<file path="config.mk">
export PLATFORM = sky130hd
export DESIGN_NAME = dacfe_top
export DESIGN_NICKNAME = d
export VERILOG_FILES = /design/src/rtl/dacfe_pkg.sv /design/src/rtl/dacfe_wrdec.sv /design/src/rtl/dacfe_chan.sv /design/src/rtl/dacfe_top.sv
export SDC_FILE = /design/constraint.sdc
export NUM_CORES = 1
export LEC_CHECK = 0
export BUFFER_PORTS_ARGS = -buffer_cell sky130_fd_sc_hd__buf_4
export CORE_ASPECT_RATIO = 1.4
export CORE_MARGIN = 2
export CORE_UTILIZATION = 40
export DETAILED_ROUTE_END_ITERATION = 8
export HOLD_SLACK_MARGIN = 0.08
export SYNTH_ARGS = -nofsm -noshare
export SYNTH_HDL_FRONTEND = slang
export SYNTH_SLANG_ARGS = --single-unit
</file>
<file path="constraint.sdc">
create_clock -name clk -period 5.1 [get_ports clk]
set_input_delay 0.765 -clock clk [delete_from_list [all_inputs] [get_ports clk]]
set_output_delay 0.765 -clock clk [all_outputs]
set_load 0.01 [all_outputs]
</file>
<file path="src/rtl/dacfe_pkg.sv">
`timescale 1ns/1ps
package dacfe_pkg;

   localparam int unsigned REG_AW    = 8;
   localparam int unsigned TSEL_W    = 4;
   localparam int unsigned CH_STRIDE = 16;

   // fixed register offsets
   localparam logic [REG_AW-1:0] OFS_CTRL  = 8'h00;
   localparam logic [REG_AW-1:0] OFS_MODE  = 8'h04;
   localparam logic [REG_AW-1:0] OFS_SWTRG = 8'h08;
   localparam logic [REG_AW-1:0] OFS_FLAGS = 8'h0C;

   // address groups: addr[7:4]
   localparam logic [3:0] GRP_REGS = 4'h0;
   localparam logic [3:0] GRP_DUAL = 4'h3;
   localparam logic [3:0] GRP_OUT  = 4'h4;

   // data view format: addr[3:2] inside a data group
   typedef enum logic [1:0] {
      FMT_RIGHT = 2'd0,
      FMT_LEFT  = 2'd1,
      FMT_BYTE  = 2'd2,
      FMT_NONE  = 2'd3
   } fmt_e;

   // per-channel control slice, packed so bit 0 is the enable
   typedef struct packed {
      logic              cal;
      logic [TSEL_W-1:0] tsel;
      logic              trig_en;
      logic              en;
   } chan_ctl_t;

   localparam int unsigned CTL_W = $bits(chan_ctl_t);

endpackage

</file>
<file path="src/rtl/dacfe_wrdec.sv">
`timescale 1ns/1ps
module dacfe_wrdec
   import dacfe_pkg::*;
#(
   parameter int DW  = 12,
   parameter int NCH = 2
) (
   input  logic [REG_AW-1:0] addr,
   input  logic              wen,
   input  logic [31:0]       wdata,
   output logic              ctl_we,
   output logic              mode_we,
   output logic              sw_we,
   output logic              flag_we,
   output logic [NCH-1:0]    hold_we,
   output logic [DW-1:0]     hold_val [NCH]
);

   localparam int BYTE_SHIFT = DW - 8;

   // convert one 16-bit half into a DW-bit sample
   function automatic logic [DW-1:0] unpack_view(fmt_e f, logic [15:0] h);
      logic [DW-1:0] v;
      v = '0;
      case (f)
         FMT_RIGHT: v = h[DW-1:0];
         FMT_LEFT:  v = h[15 -: DW];
         default:   v[DW-1 -: 8] = h[7:0];
      endcase
      return v;
   endfunction

   logic [3:0] grp;
   fmt_e       fsel;
   logic       aligned;
   logic       view_ok;

   assign grp     = addr[7:4];
   assign fsel    = fmt_e'(addr[3:2]);
   assign aligned = (addr[1:0] == 2'b00);
   assign view_ok = aligned && (fsel != FMT_NONE);

   assign ctl_we  = wen && (addr == OFS_CTRL);
   assign mode_we = wen && (addr == OFS_MODE);
   assign sw_we   = wen && (addr == OFS_SWTRG);
   assign flag_we = wen && (addr == OFS_FLAGS);

   always_comb begin
      for (int c = 0; c < NCH; c++) begin
         logic [15:0] half;
         logic        single_hit;
         logic        dual_hit;
         single_hit = (grp == 4'(c + 1));
         dual_hit   = (grp == GRP_DUAL);
         if (dual_hit && c != 0)
            half = (fsel == FMT_BYTE) ? {8'h00, wdata[15:8]} : wdata[31:16];
         else
            half = wdata[15:0];
         hold_we[c]  = wen && view_ok && (single_hit || dual_hit);
         hold_val[c] = unpack_view(fsel, half);
      end
   end

   if (BYTE_SHIFT < 0) begin : g_bad_width
      $error("dacfe_wrdec: DW must be at least 8");
   end

endmodule

</file>
<file path="src/rtl/dacfe_chan.sv">
`timescale 1ns/1ps
module dacfe_chan
   import dacfe_pkg::*;
#(
   parameter int DW     = 12,
   parameter int NTRIG  = 16,
   parameter int MODE_W = 3
) (
   input  logic              clk,
   input  logic              rst_n,
   input  logic              ctl_we,
   input  chan_ctl_t         ctl_wr,
   input  logic              mode_we,
   input  logic [MODE_W-1:0] mode_wr,
   input  logic              sw_set,
   input  logic              flag_clr,
   input  logic              flag_evt,
   input  logic              hold_we,
   input  logic [DW-1:0]     hold_wr,
   input  logic [NTRIG-1:0]  trig_now,
   input  logic [NTRIG-1:0]  trig_last,
   output chan_ctl_t         ctl_q,
   output logic [MODE_W-1:0] mode_q,
   output logic              sw_pend,
   output logic              flag_q,
   output logic [DW-1:0]     hold_q,
   output logic [DW-1:0]     out_q
);

   localparam int TRIG_SPAN = 1 << TSEL_W;

   logic [TRIG_SPAN-1:0] now_pad;
   logic [TRIG_SPAN-1:0] last_pad;
   logic                 edge_hit;
   logic                 sw_done;
   logic                 sw_fire;
   logic                 load;

   assign now_pad  = TRIG_SPAN'(trig_now);
   assign last_pad = TRIG_SPAN'(trig_last);
   assign edge_hit = ctl_q.trig_en && now_pad[ctl_q.tsel] && !last_pad[ctl_q.tsel];
   assign sw_fire  = sw_pend && !sw_done && ctl_q.en;
   assign load     = ctl_q.en && (!ctl_q.trig_en || edge_hit || sw_fire);

   // control state with the calibration guard
   always_ff @(posedge clk) begin
      if (!rst_n) begin
         ctl_q <= '0;
      end else if (ctl_we) begin
         ctl_q.en      <= ctl_wr.en;
         ctl_q.trig_en <= ctl_wr.trig_en;
         ctl_q.tsel    <= ctl_wr.tsel;
         if (!ctl_q.en)
            ctl_q.cal <= ctl_wr.cal;
      end
   end

   // mode field, writable only from the idle state
   always_ff @(posedge clk) begin
      if (!rst_n)
         mode_q <= '0;
      else if (mode_we && !ctl_q.en && !ctl_q.cal)
         mode_q <= mode_wr;
   end

   // holding and output registers
   always_ff @(posedge clk) begin
      if (!rst_n) begin
         hold_q <= '0;
         out_q  <= '0;
      end else begin
         if (hold_we)
            hold_q <= hold_wr;
         if (load)
            out_q <= hold_q;
      end
   end

   // software trigger: pending until one clock after its copy
   always_ff @(posedge clk) begin
      if (!rst_n) begin
         sw_pend <= 1'b0;
         sw_done <= 1'b0;
      end else begin
         sw_done <= sw_fire;
         sw_pend <= sw_set || (sw_pend && !sw_done);
      end
   end

   // sticky underrun flag, set dominates clear
   always_ff @(posedge clk) begin
      if (!rst_n)
         flag_q <= 1'b0;
      else
         flag_q <= flag_evt || (flag_q && !flag_clr);
   end


   follow_hold_chk: assert property (@(posedge clk) disable iff (!rst_n)
      (ctl_q.en && !ctl_q.trig_en) |=> (out_q == $past(hold_q)));


   frozen_when_off_chk: assert property (@(posedge clk) disable iff (!rst_n)
      !ctl_q.en |=> $stable(out_q));


   cal_guard_chk: assert property (@(posedge clk) disable iff (!rst_n)
      ctl_q.en |=> $stable(ctl_q.cal));


   mode_guard_chk: assert property (@(posedge clk) disable iff (!rst_n)
      (ctl_q.en || ctl_q.cal) |=> $stable(mode_q));


   sw_selfclear_chk: assert property (@(posedge clk) disable iff (!rst_n)
      (sw_done && !sw_set) |=> !sw_pend);


   flag_set_chk: assert property (@(posedge clk) disable iff (!rst_n)
      flag_evt |=> flag_q);


   flag_clear_chk: assert property (@(posedge clk) disable iff (!rst_n)
      (flag_clr && !flag_evt) |=> !flag_q);

endmodule

</file>
<file path="src/rtl/dacfe_top.sv">
`timescale 1ns/1ps
module dacfe_top
   import dacfe_pkg::*;
#(
   parameter int DW     = 12,
   parameter int NTRIG  = 16,
   parameter int MODE_W = 3
) (
   input  logic              clk,
   input  logic              rst_n,
   input  logic [7:0]        bus_addr,
   input  logic              bus_wen,
   input  logic [31:0]       bus_wdata,
   output logic [31:0]       bus_rdata,
   input  logic [NTRIG-1:0]  trig_in,
   input  logic [1:0]        udr_evt,
   output logic [DW-1:0]     dac_out1,
   output logic [DW-1:0]     dac_out2
);

   localparam int NCH = 2;

   logic              ctl_we, mode_we, sw_we, flag_we;
   logic [NCH-1:0]    hold_we;
   logic [DW-1:0]     hold_val [NCH];
   logic [NTRIG-1:0]  trig_last;

   chan_ctl_t         ctl_q   [NCH];
   logic [MODE_W-1:0] mode_q  [NCH];
   logic [NCH-1:0]    sw_pend;
   logic [NCH-1:0]    flag_q;
   logic [DW-1:0]     hold_q  [NCH];
   logic [DW-1:0]     out_q   [NCH];

   dacfe_wrdec #(.DW(DW), .NCH(NCH)) wrdec_i (
      .addr     (bus_addr),
      .wen      (bus_wen),
      .wdata    (bus_wdata),
      .ctl_we   (ctl_we),
      .mode_we  (mode_we),
      .sw_we    (sw_we),
      .flag_we  (flag_we),
      .hold_we  (hold_we),
      .hold_val (hold_val)
   );

   always_ff @(posedge clk) begin
      if (!rst_n)
         trig_last <= '0;
      else
         trig_last <= trig_in;
   end

   for (genvar c = 0; c < NCH; c++) begin : g_ch
      dacfe_chan #(.DW(DW), .NTRIG(NTRIG), .MODE_W(MODE_W)) chan_i (
         .clk       (clk),
         .rst_n     (rst_n),
         .ctl_we    (ctl_we),
         .ctl_wr    (chan_ctl_t'(bus_wdata[c*CH_STRIDE +: CTL_W])),
         .mode_we   (mode_we),
         .mode_wr   (bus_wdata[c*CH_STRIDE +: MODE_W]),
         .sw_set    (sw_we && bus_wdata[c]),
         .flag_clr  (flag_we && bus_wdata[c*CH_STRIDE]),
         .flag_evt  (udr_evt[c]),
         .hold_we   (hold_we[c]),
         .hold_wr   (hold_val[c]),
         .trig_now  (trig_in),
         .trig_last (trig_last),
         .ctl_q     (ctl_q[c]),
         .mode_q    (mode_q[c]),
         .sw_pend   (sw_pend[c]),
         .flag_q    (flag_q[c]),
         .hold_q    (hold_q[c]),
         .out_q     (out_q[c])
      );
   end

   assign dac_out1 = out_q[0];
   assign dac_out2 = out_q[1];

   // present a held sample in the layout of a data view
   function automatic logic [15:0] pack_view(fmt_e f, logic [DW-1:0] v);
      case (f)
         FMT_RIGHT: return 16'(v);
         FMT_LEFT:  return 16'(v) << (16 - DW);
         FMT_BYTE:  return 16'(v[DW-1 -: 8]);
         default:   return '0;
      endcase
   endfunction

   logic [3:0] rd_grp;
   fmt_e       rd_fmt;
   assign rd_grp = bus_addr[7:4];
   assign rd_fmt = fmt_e'(bus_addr[3:2]);

   always_comb begin
      bus_rdata = '0;
      if (bus_addr[1:0] == 2'b00) begin
         case (rd_grp)
            GRP_REGS: begin
               for (int c = 0; c < NCH; c++) begin
                  case (bus_addr)
                     OFS_CTRL:  bus_rdata[c*CH_STRIDE +: CTL_W]  = ctl_q[c];
                     OFS_MODE:  bus_rdata[c*CH_STRIDE +: MODE_W] = mode_q[c];
                     OFS_SWTRG: bus_rdata[c]                     = sw_pend[c];
                     default:   bus_rdata[c*CH_STRIDE]           = flag_q[c];
                  endcase
               end
            end
            4'h1:     bus_rdata[15:0] = pack_view(rd_fmt, hold_q[0]);
            4'h2:     bus_rdata[15:0] = pack_view(rd_fmt, hold_q[1]);
            GRP_DUAL: begin
               if (rd_fmt == FMT_BYTE)
                  bus_rdata[15:0] = {pack_view(rd_fmt, hold_q[1])[7:0],
                                     pack_view(rd_fmt, hold_q[0])[7:0]};
               else
                  bus_rdata = {pack_view(rd_fmt, hold_q[1]), pack_view(rd_fmt, hold_q[0])};
            end
            GRP_OUT: begin
               if (rd_fmt == FMT_RIGHT)     bus_rdata[DW-1:0] = out_q[0];
               else if (rd_fmt == FMT_LEFT) bus_rdata[DW-1:0] = out_q[1];
            end
            default: bus_rdata = '0;
         endcase
      end
   end

   if (DW < 8 || DW > 16) begin : g_bad_dw
      $error("dacfe_top: DW must lie in 8..16");
   end
   if (NTRIG < 1 || NTRIG > (1 << TSEL_W)) begin : g_bad_ntrig
      $error("dacfe_top: NTRIG must lie in 1..16");
   end
   if (MODE_W < 1 || MODE_W > CH_STRIDE) begin : g_bad_mode
      $error("dacfe_top: MODE_W out of range");
   end

endmodule

</file>
== Word-level counts from Yosys, hierarchy flattened ==
Cells that the tools add are included.
Word-level totals
  bits in registers: 90
  bits in latches: 0
  bits in writable memories: 0
  ROM bits: 0
  bits of input ports: 61
  output and inout bits: 56
  logic and storage cells: 126
  memories kept: 0
Operators by class
  add/subtract/negate cells: 0
  multipliers: 0
  div/mod/pow operators: 0
  order comparisons: 2
  equality and inequality tests: 10
  shifts and indexed selects: 0
  muxes and demuxes: 35
  bitwise operators: 2
  reductions and logical operators: 56
Operators with widths (number)
  $pmux W16 S3: 2
  $mux W16: 4
  $pmux W16 S2: 2
  $pmux W7 S5: 1
  $mux W32: 1
  $pmux W8 S2: 2
  $logic_and A1 B1 Y1: 28
  $mux W12: 2
  $pmux W5 S4: 1
  $bmux W1 S4: 4
  $eq A8 B4 Y1 const B: 2
  $pmux W4 S2: 2
  $pmux W7 S2: 1
  $logic_not A1 Y1: 12
  $pmux W4 S3: 1
  $logic_or A1 B1 Y1: 10
  $lt A4 B5 Y1 const B: 2
  $mux W9: 1
  $eq A4 B2 Y1 const B: 2
  $eq A8 B3 Y1 const B: 1
  $logic_not A8 Y1: 1
  $mux W4: 2
  $pmux W2 S2: 2
  $pmux W1 S3: 2
  10 further kinds: 17

== Depth between registers and ports, before layout ==
Gate-level depths: netlist of run 1.
  depth in word-level cells: 7
  mapped depth: 8
  mapped depth without buffers: 5

== Hierarchy ==
From an unflattened synthesis of run 1, not the netlist that was laid out.
Unflattened totals
  cell total of the unflattened synthesis: 676
  area, all modules: 5975.7 um2
Modules (own cells, without submodules)
  dacfe_chan: instances 2, cells each 168, area an instance 1680.4 um2, seq. area each 740.7 um2
  dacfe_top: instances 1, cells each 231, area an instance 1826.8 um2, seq. area each 320.3 um2
  dacfe_wrdec: instances 1, cells each 109, area an instance 788.3 um2, seq. area each 0.0 um2

== Worst setup path before layout of run 1 ==
OpenSTA, ideal clock, no wires.
  path type: in2out
  from: in bus_addr[5]
  to: out bus_rdata[0]
  arrival time: 2255 ps
  data required time: 4335 ps
  path slack: 2080 ps
  stages: 6
  buffers on the path: 1
  path through: buf_2 nor4b_1 and2_1 a221o_1 o21ai_0 a21oi_1
On the way
  longest elaborated chain between the ends: 4
  elaborated cells between the ends (all ways): 11
  classes of those cells: 6 x eq/ne; 3 x mux; 2 x reduce/logical
Ends and longest elaborated chain
  from (decl): RTL line dacfe_top.sv:11  | input logic [7:0] bus_addr,
  $eq A8 B4 Y1, or another cell as far along: RTL line dacfe_top.sv:102  | case (bus_addr)
  $pmux W1 S3: RTL line dacfe_top.sv:102
  $pmux W7 S5 *: RTL line dacfe_top.sv:99  | case (rd_grp)
  $mux W32 *: RTL line dacfe_top.sv:98  | if (bus_addr[1:0] == 2'b00) begin
  to (decl): RTL line dacfe_top.sv:14  | output logic [31:0] bus_rdata,
Every way passes the cells marked *; elsewhere a longest branch is shown, timed or not.

== Worst setup path after layout of run 1 ==
  from: in bus_addr[5]
  to: out bus_rdata[2]
On the way
  longest elaborated chain between the ends: 4
  elaborated cells between the ends (all ways): 10
  classes of those cells: 5 x eq/ne; 3 x mux; 2 x reduce/logical
Ends and longest elaborated chain (RTL line)
  $eq A8 B3 Y1 or $logic_not A8 Y1 (tied branches): dacfe_top.sv:102
  $pmux W2 S2: dacfe_top.sv:102
  $pmux W7 S5 *: dacfe_top.sv:99
  $mux W32 *: dacfe_top.sv:98
Marked as above.

==> results of run 1 <==
-- placed cells by master, fill, tap and decap left out, types with 3 or more instances in the layout --
cell type    n
a21boi_0    17
a21boi_1     8
a21oi_1     42
a22o_1       3
a22oi_1     13
a2bb2oi_1    3
a31oi_1     10
a32oi_1     28
and2_1      33
and3_1      26
and3b_1      5
buf_4      123
clkbuf_16    9
dfxtp_1     90
inv_1        6
mux2_2      10
mux2i_1     54
mux4_2      13
nand2_1     81
nand2b_1     6
nand3_1     24
nand3b_1     4
nand4_1      9
nor2_1      47
nor2b_1     23
nor3_1      15
nor3b_1      6
o211ai_1     3
o21ai_0     35
o311ai_0     4
o311ai_1    20
o31ai_1     24
o32ai_1      3
or3b_2       5
-- metrics by stage --
stage          power [mW]  worst slack [ns]  std cells
2_1_floorplan       0.864              2.08        767
3_3_place_gp        0.940              1.47       1014
3_5_place_dp        0.944              1.33       1014
4_1_cts              1.69              1.32       1030
5_1_grt              1.74              1.11       1030
6_report             1.68              1.29       1030
-- power breakdown --
part | leakage [nW] | switching (mW) | total [mW] | internal, mW
registers | 0.730 | 0.00706 | 0.719 | 0.712
logic | 1.97 | 0.122 | 0.213 | 0.0915
clock network | 0.156 | 0.306 | 0.752 | 0.446
total | 2.86 | 0.434 | 1.68 | 1.25
-- worst max-delay path by stage --
stage / cells past startpoint / from / endpoint
finish: 6 / bus_addr[5] / bus_rdata[2]
global route: 6 / bus_addr[5] / bus_rdata[2]
CTS: 6 / bus_addr[5] / bus_rdata[2]
detailed placement: 6 / bus_addr[5] / bus_rdata[2]
global placement: 6 / bus_addr[5] / bus_rdata[2]
floorplan: 6 / bus_addr[5] / bus_rdata[0]
-- registers in the layout, indices dropped and copies added (netlist names) --
register             cells
trig_last               16
g_ch.chan_i.sw_pend      2
g_ch.chan_i.ctl_q       14
g_ch.chan_i.hold_q      24
g_ch.chan_i.flag_q       2
g_ch.chan_i.sw_done      2
g_ch.chan_i.mode_q       6
g_ch.chan_i.out_q       24
-- metal layers --
metal / up-vias / GRT usage
li1: 3007 / -
met1: 3164 / 0.355
met2: 252 / 0.465
met3: 53 / 0.0543
met4: 0 / 0.108
met5: - / 0
-- cells by family (layout without fill, tap and decap cells) --
| group | count (synthesis) | in the layout |
|---|---|---|
| mux | 77 | 77 |
| compound gates | 225 | 225 |
| buf+inv | 79 | 146 |
| flops | 90 | 90 |
| simple gates | 296 | 296 |
-- final cells by class --
class                           count  area [um^2]  share of cell area
Clock buffer                       11          243              0.0327
Clock inverter                      5         85.1              0.0115
Inverter                            7         26.3             0.00354
Multi-Input combinational cell    598         4090               0.552
Sequential cell                    90         1800               0.243
Tap cell                          196          245              0.0331
Timing Repair Buffer              123          923               0.124
-- worst max-delay path: stages --
cell	delay, ns
buf_4	0.15
nor4_2	0.58
and3_1	0.94
a221oi_1	0.23
a31oi_1	0.23
buf_4	0.16
==> qor.txt, run 1 <==
hold path depth -> 2
fill cell count -> 1,546
core area -> 0.0154 mm^2
cts bufs inserted -> 9
synth unique cells -> 55
Slew Limit Fails -> 0
CTS root buffer -> clkbuf_16
Slew @ Worst Pin -> 1.18 ns
Synth Instances -> 767
Reg2Reg Setup Slack -> 2.56 ns
endpoints failing setup -> 0
final core occ -> 0.481
RR Startpoint -> g_ch[0].chan_i.ctl_q[3]
Layout area overhead -> 19.1%
critical path type -> primary input to primary output
maximum clock frequency -> 262 MHz
area post-placement -> 0.00709 mm^2
die height -> 152 um
IO Count -> 117
post-CTS sizing -> 0
Setup TNS -> 0 ns
Synth Area per Inst -> 8.12 um^2
largest net degree at the start of global routing -> 139
top-count cell post-synth -> dfxtp_1
Max H-tree Level -> 3
hpwl dp -> 16,600 um
diode count -> 0
Bufs on Longest Clock Path -> 2
mux share of post-synthesis cell area -> 0.152
DRT Wirelength -> 23,300 um
initial antenna violation count -> 0
pwr dens -> 227 mW/mm^2
Yosys top cell by area -> dfxtp_1
total track usage -> 0.280
WL met1 -> 9640 um
highest routed layer -> met4
main combinational cell family by area after synthesis -> compound AO/OA/AOI/OAI gates
RSZ-0062 raised after global routing -> false
relative slew slack -> 0.211
register area share after synthesis -> 0.289
#FFs+latches synth -> 90
simple logic cell fraction of the synthesized area -> 0.252
Post-Synth Adder-Cell Area -> 0
design area -> 0.00742 mm^2
Final nets -> 890
ys flop type -> dfxtp_1
WL met2 -> 11,600 um
Post-Synth XOR/XNOR Area -> 0
CTS tree -> yes
setup bufs post-CTS -> 0
hold_sp -> g_ch[1].chan_i.sw_pend
clock tree sinks -> 90
Final Hold Vio Count -> 0
register clock-pin slew on the reported worst setup and hold paths -> 0.07 ns
final worst path period need -> 3.81 ns
Async S/R FF share, synth -> 0
std cell rows -> 54
Vias -> 6,476
GR Overflow Total -> 0
Synthesized Nets -> 828
critical-path maximum fanout -> 25
fraction of layout cells with a size suffix above 1 -> 0.215
DRC errors left -> 0
path depth of the worst reg2reg path -> 5
DRT iter0 DRCs -> 647
max_cap viols -> 0
Critical Path Sink Type -> primary output
WP data arrival -> 3.05 ns
Synth top area share -> 0.289
clock latency on the worst-skew pair -> 0.35 ns
outcome -> finished, final reports clean
Peak VDD IR -> 0.179 mV
drt pass-1 iters -> 5
die footprint -> 0.0166 mm^2
first-pass GRT wire length -> 35,100 um
post-synthesis compound-gate area fraction -> 0.253
Worst Hold End -> g_ch[1].chan_i.sw_done
metal3 WL -> 1270 um
worst hold margin -> 0.502 ns
vias in the first global route -> 6,109
EDFF count, synth -> 0
period utilization -> 0.748
Commonest cells post-synth -> 90 x dfxtp_1, 81 x nand2_1, 54 x mux2i_1
drt wl/cell -> 22.6 um
CP Launch Type -> primary input
I/O Buffers -> 116
CTS Hold Buffers Added -> 0
top cells by area, synth -> dfxtp_1 29%, mux2i_1 8.7%, nand2_1 4.9%
width of the die -> 109 um
clock skew -> 0.00718 ns
Pleak -> 2.86 nW
Required @ worst endpoint -> 4.34 ns
synth warn -> 0
cell area after synthesis -> 0.00623 mm^2
gp weighted congestion -> 0.970
Starting Density -> 0.404
Antenna Nets Post-Route -> 0
hold crit path type -> flop to flop
Avg Vias per Cell -> 6.29
FF-to-FF End -> g_ch[0].chan_i.out_q[11]
No activity file was read; power rests on OpenSTA's default activity.
==> run 2, diff against run 1 <==
clock period = 3.43 ns   (was 5.1 ns; I/O delays follow)
==> qor.txt, run 2 (synthesized netlist as in run 1, its figures left out) <==
cts bufs inserted -> 9 (unchanged)
critical-path maximum fanout -> 19 (-24%)
final worst path period need -> 3.03 ns
clock skew -> 0.0103 ns (+0.00310 ns)
CTS tree -> yes
Max H-tree Level -> 3 (unchanged)
Peak VDD IR -> 0.215 mV (+20%)
hpwl dp -> 17,500 um (+5.0%)
endpoints failing setup -> 0 (unchanged)
most common cell after layout, fill and taps aside -> buf_4
fraction of layout cells with a size suffix above 1 -> 0.227 (+0.0123)
pwr dens -> 336 mW/mm^2 (+48%)
WL met2 -> 11,500 um (-0.47%)
CTS Hold Buffers Added -> 0 (unchanged)
worst hold margin -> 0.358 ns (-0.143 ns)
maximum clock frequency -> 330 MHz
setup bufs post-CTS -> 0 (unchanged)
post-CTS sizing -> 0 (unchanged)
CP Launch Type -> primary input
gp weighted congestion -> 0.949 (-2.2%)
register clock-pin slew on the reported worst setup and hold paths -> 0.07 ns (about the same)
Bufs on Longest Clock Path -> 2 (unchanged)
P_int -> 1.88 mW (+51%)
RR Startpoint -> g_ch[0].chan_i.ctl_q[3]
Slew Limit Fails -> 0 (unchanged)
first-pass GRT wire length -> 35,800 um (+2.1%)
IO Count -> 117 (unchanged)
most frequent cells in the layout -> 135 x buf_4, 90 x dfxtp_1, 81 x nand2_1
largest net degree at the start of global routing -> 98 (-29%)
I/O Buffers -> 116 (unchanged)
Starting Density -> 0.404 (unchanged)
DRT iter0 DRCs -> 576 (-11%)
Final Power -> 2.53 mW (+50%)
max_cap viols -> 0 (unchanged)
diode count -> 0 (unchanged)
Required @ worst endpoint -> 2.92 ns (-1.42 ns)
Antenna Nets Post-Route -> 0 (unchanged)
crit path from -> bus_addr[5]
initial antenna violation count -> 0 (unchanged)
NetSw -> 645 uW (+49%)
design area -> 0.00752 mm^2 (+1.3%)
drt pass-1 iters -> 5 (unchanged)
Final Hold Vio Count -> 0 (unchanged)
die footprint -> 0.0166 mm^2 (unchanged)
CTS root buffer -> clkbuf_16
Clk network pwr share -> 0.449 (+0.002)
outcome -> finished, final reports clean
total track usage -> 0.286 (+0.00592)
relative slew slack -> 0.218 (+0.00645)
vias in the first global route -> 6,370 (+4.3%)
period utilization -> 0.882
core area -> 0.0154 mm^2 (unchanged)
DRC errors left -> 0 (unchanged)
Final nets -> 902 (+1.3%)
drt wl/cell -> 22.8 um (+0.87%)
Comb power frac -> 0.129 (+0.002)
fill cell count -> 1,556 (+0.65%)
critical path type -> primary input to primary output
clock latency on the worst-skew pair -> 0.36 ns (about the same)
WP data arrival -> 2.51 ns (-0.54 ns)
die height -> 152 um (unchanged)
metal3 WL -> 1610 um (+27%)
Critical Path Sink Type -> primary output
Slew @ Worst Pin -> 1.17 ns (-0.0122 ns)
hold_sp -> trig_in[1]
Layout area overhead -> 20.7%
final core occ -> 0.488 (+0.00650)
RSZ-0062 raised after global routing -> false
hold crit path type -> primary input to flop
DRT Wirelength -> 23,800 um (+2.0%)
switching share of total power -> 0.255 (-0.00266)
std cell rows -> 54 (unchanged)
GR Overflow Total -> 0 (unchanged)
highest routed layer -> met4
biggest regs -> g_ch.chan_i.hold_q (24), g_ch.chan_i.out_q (24), trig_last (16)
Vias -> 6,610 (+2.1%)
part of the power in registers -> 0.422 (-0.005)
area post-placement -> 0.00718 mm^2 (+1.3%)
Setup TNS -> 0 ns (unchanged)
WL met1 -> 9540 um (-1.1%)
Pleak -> 2.93 nW (+2.5%)
clock tree sinks -> 90 (unchanged)
width of the die -> 109 um (unchanged)
Avg Vias per Cell -> 6.34 (+0.89%)
==> run 2: cell types whose count changed in the layout (fill, tap and decap cells not counted), sizes merged <==
cell | previous run | this run
clkinv | 1 | 2
buf | 123 | 135
clkinvlp | 1 | 0
==> run 2: path summary, 6_finish.rpt <==
kind                                   to  slack, ns  depth (start not counted)
setup reg to reg  g_ch[0].chan_i.out_q[0]       0.90                          5
setup / recovery            bus_rdata[21]       0.40                          7
hold reg to reg   g_ch[0].chan_i.ctl_q[1]       0.50                          2
hold / removal               trig_last[1]       0.36                          2
==> run 2: layout make-up <==
class / instances / area (um^2) / share of cell area
multi-input cells: 598 / 4090 / 0.544
flip-flops and latches: 90 / 1800 / 0.240
repair buffers: 135 / 1010 / 0.135
clock buffers: 11 / 253 / 0.0336
well taps: 196 / 245 / 0.0326
clock inverters: 5 / 85.1 / 0.0113
inverters: 7 / 26.3 / 0.00350
==> run 2: power by group through the flow <==
| stage | registers [mW] | clock network, mW | logic (mW) |
|---|---|---|---|
| after global routing | 1.07 | 1.19 | 0.347 |
| after global placement | 1.09 | 0 | 0.315 |
| after floorplan | 1.09 | 0 | 0.198 |
| final | 1.07 | 1.14 | 0.325 |
| after detailed placement | 1.09 | 0 | 0.319 |
| after CTS | 1.07 | 1.15 | 0.320 |
==> run 2: worst max-delay path, cell delays in order <==
cell and delay [ns]:
buf_4 0.14, nor4_2 0.63, and3_1 0.44, buf_4 0.30, a22oi_1 0.12, nor2_1 0.19
buf_4 0.16
==> run 2: through the flow <==
step / instances / setup slack (ns)
finish: 1042 / 0.404
global route: 1042 / 0.286
CTS: 1042 / 0.475
detailed placement: 1026 / 0.486
global placement: 1026 / 0.523
floorplan: 767 / 0.911
==> run 2: routing by layer <==
metal | global-route usage | up-vias
li1 | - | 3035
met1 | 0.355 | 3193
met2 | 0.472 | 321
met3 | 0.0453 | 61
met4 | 0.149 | 0
met5 | 0 | -
==> run 3, diff against run 2 <==
CORE_UTILIZATION = 50   (was 40)
PLACE_DENSITY = 0.76   (was unset)
==> qor.txt, run 3 (synthesized netlist as in run 1, its figures left out) <==
outcome -> finished, final reports clean
drt pass-1 iters -> 8 (+3)
clock skew -> 0.0101 ns (-0.000186 ns)
vias in the first global route -> 6,223 (-2.3%)
Critical Path Sink Type -> primary output
Final nets -> 902 (unchanged)
Antenna Nets Post-Route -> 0 (unchanged)
Layout area overhead -> 19.2%
clock tree sinks -> 90 (unchanged)
Setup TNS -> 0 ns (unchanged)
Starting Density -> 0.508 (+0.104)
Slew @ Worst Pin -> 1.07 ns (-0.103 ns)
Post-Place Setup Slack -> 0.656 ns (+0.169 ns)
die height -> 136 um (-10%)
Reg area -> 0.00180 mm^2 (unchanged)
worst hold margin -> 0.376 ns (+0.0176 ns)
critical-path maximum fanout -> 31 (+12)
period utilization -> 0.845 (-0.0377)
hold path depth -> 2 (unchanged)
Final Power -> 2.42 mW (-4.3%)
fraction of layout cells with a size suffix above 1 -> 0.227 (unchanged)
part of the power in registers -> 0.442 (+0.020)
RSZ-0062 raised after global routing -> false
initial antenna violation count -> 0 (unchanged)
Multi-input gate area -> 0.00409 mm^2 (unchanged)
pwr dens -> 326 mW/mm^2 (-3.1%)
biggest regs -> g_ch.chan_i.hold_q (24), g_ch.chan_i.out_q (24), trig_last (16)
maximum clock frequency -> 345 MHz (+4.5%)
PnR worst setup slack -> 0.533 ns (+0.129 ns)
area post-placement -> 0.00712 mm^2 (-0.80%)
path depth of the worst reg2reg path -> 5 (unchanged)
setup bufs post-CTS -> 0 (unchanged)
Avg Vias per Cell -> 6.71 (+5.7%)
endpoints failing setup -> 0 (unchanged)
Reg2Reg Setup Slack -> 0.98 ns (+0.08 ns)
I/O Buffers -> 116 (unchanged)
WP data arrival -> 2.38 ns (-0.13 ns)
std cell rows -> 48 (-11%)
most frequent cells in the layout -> 135 x buf_4, 90 x dfxtp_1, 81 x nand2_1
relative slew slack -> 0.287 (+0.0691)
most common cell after layout, fill and taps aside -> buf_4
CTS Hold Buffers Added -> 0 (unchanged)
RR Startpoint -> g_ch[0].chan_i.ctl_q[3]
register clock-pin slew on the reported worst setup and hold paths -> 0.07 ns (about the same)
Comb power frac -> 0.133 (+0.004)
CTS root buffer -> clkbuf_16
DRT iter0 DRCs -> 669 (+16%)
drt wl/cell -> 22.0 um (-3.3%)
Final Hold Vio Count -> 0 (unchanged)
cts bufs inserted -> 9 (unchanged)
width of the die -> 98.3 um (-10%)
CTS tree -> yes
critical path type -> primary input to primary output
P_int -> 1.77 mW (-5.9%)
Worst Hold End -> trig_last[1]
max_cap viols -> 0 (unchanged)
IO Count -> 117 (unchanged)
CP Launch Type -> primary input
fill cell count -> 1,131 (-27%)
Peak VDD IR -> 0.279 mV (+30%)
diode count -> 0 (unchanged)
core area -> 0.0123 mm^2 (-20%)
DRC errors left -> 0 (unchanged)
die footprint -> 0.0134 mm^2 (-19%)
final worst path period need -> 2.90 ns (-0.129 ns)
DRT Wirelength -> 21,900 um (-7.6%)
hold_sp -> trig_in[1]
Max H-tree Level -> 3 (unchanged)
switching share of total power -> 0.268 (+0.0129)
hold crit path type -> primary input to flop
FF-to-FF End -> g_ch[0].chan_i.out_q[0]
GR Overflow Total -> 0 (unchanged)
Bufs on Longest Clock Path -> 2 (unchanged)
Clk network pwr share -> 0.425 (-0.024)
post-CTS sizing -> 0 (unchanged)
Slew Limit Fails -> 0 (unchanged)
Vias -> 6,679 (+1.0%)
clock latency on the worst-skew pair -> 0.35 ns (about the same)
largest net degree at the start of global routing -> 114 (+16%)
hpwl dp -> 16,000 um (-8.3%)
design area -> 0.00742 mm^2 (-1.2%)
Required @ worst endpoint -> 2.92 ns (about the same)
first-pass GRT wire length -> 34,100 um (-4.9%)
gp weighted congestion -> 0.994 (+4.8%)
Pleak -> 2.91 nW (-0.69%)
total track usage -> 0.320 (+0.0345)
NetSw -> 649 uW (+0.54%)
[run 3: through the flow]
| step | std cells | utilization |
|---|---|---|
| 6_report | 996 | 0.606 |
| 5_1_grt | 996 | 0.606 |
| 4_1_cts | 996 | 0.606 |
| 3_5_place_dp | 980 | 0.581 |
| 3_3_place_gp | 980 | 0.581 |
| 2_1_floorplan | 767 | - |
[run 3: cell type report]
class / instances / area share
Multi-Input combinational cell: 598 / 0.551
Timing Repair Buffer: 135 / 0.137
Clock inverter: 7 / 0.0103
Tap cell: 150 / 0.0253
Clock buffer: 9 / 0.0303
Inverter: 7 / 0.00354
Sequential cell: 90 / 0.243
[run 3: layer usage]
layer,GRT usage,vias up,share of wire
met4,0.145,0,0.045
li1,-,3031,-
met2,0.529,362,0.49
met3,0.0463,78,0.080
met5,0,-,0
met1,0.415,3208,0.39
[run 3: worst max-delay path, cell delays in order]
cell and delay, ns:
buf_4 0.30, nor2b_1 0.49, buf_4 0.33, nand2_1 0.08, o21ai_0 0.12, a2bb2oi_1 0.10, a21oi_1 0.26, buf_4 0.17
[run 3: how the worst max path moves through the flow]
stage	start	slack, ns	endpoint
after detailed placement	bus_addr[3]	0.66	bus_rdata[5]
after global placement	bus_addr[3]	0.66	bus_rdata[6]
after CTS	bus_addr[3]	0.59	bus_rdata[5]
after global routing	bus_addr[3]	0.44	bus_rdata[6]
after floorplan	bus_addr[5]	0.91	bus_rdata[0]
final	bus_addr[3]	0.53	bus_rdata[5]
[run 3: power by group through the flow]
stage / clock (mW) / sequential [mW] / combinational, mW
after floorplan: 0 / 1.09 / 0.198
after global placement: 0 / 1.09 / 0.309
after detailed placement: 0 / 1.09 / 0.315
after global routing: 1.06 / 1.07 / 0.343
final: 1.03 / 1.07 / 0.321
after CTS: 1.03 / 1.07 / 0.317
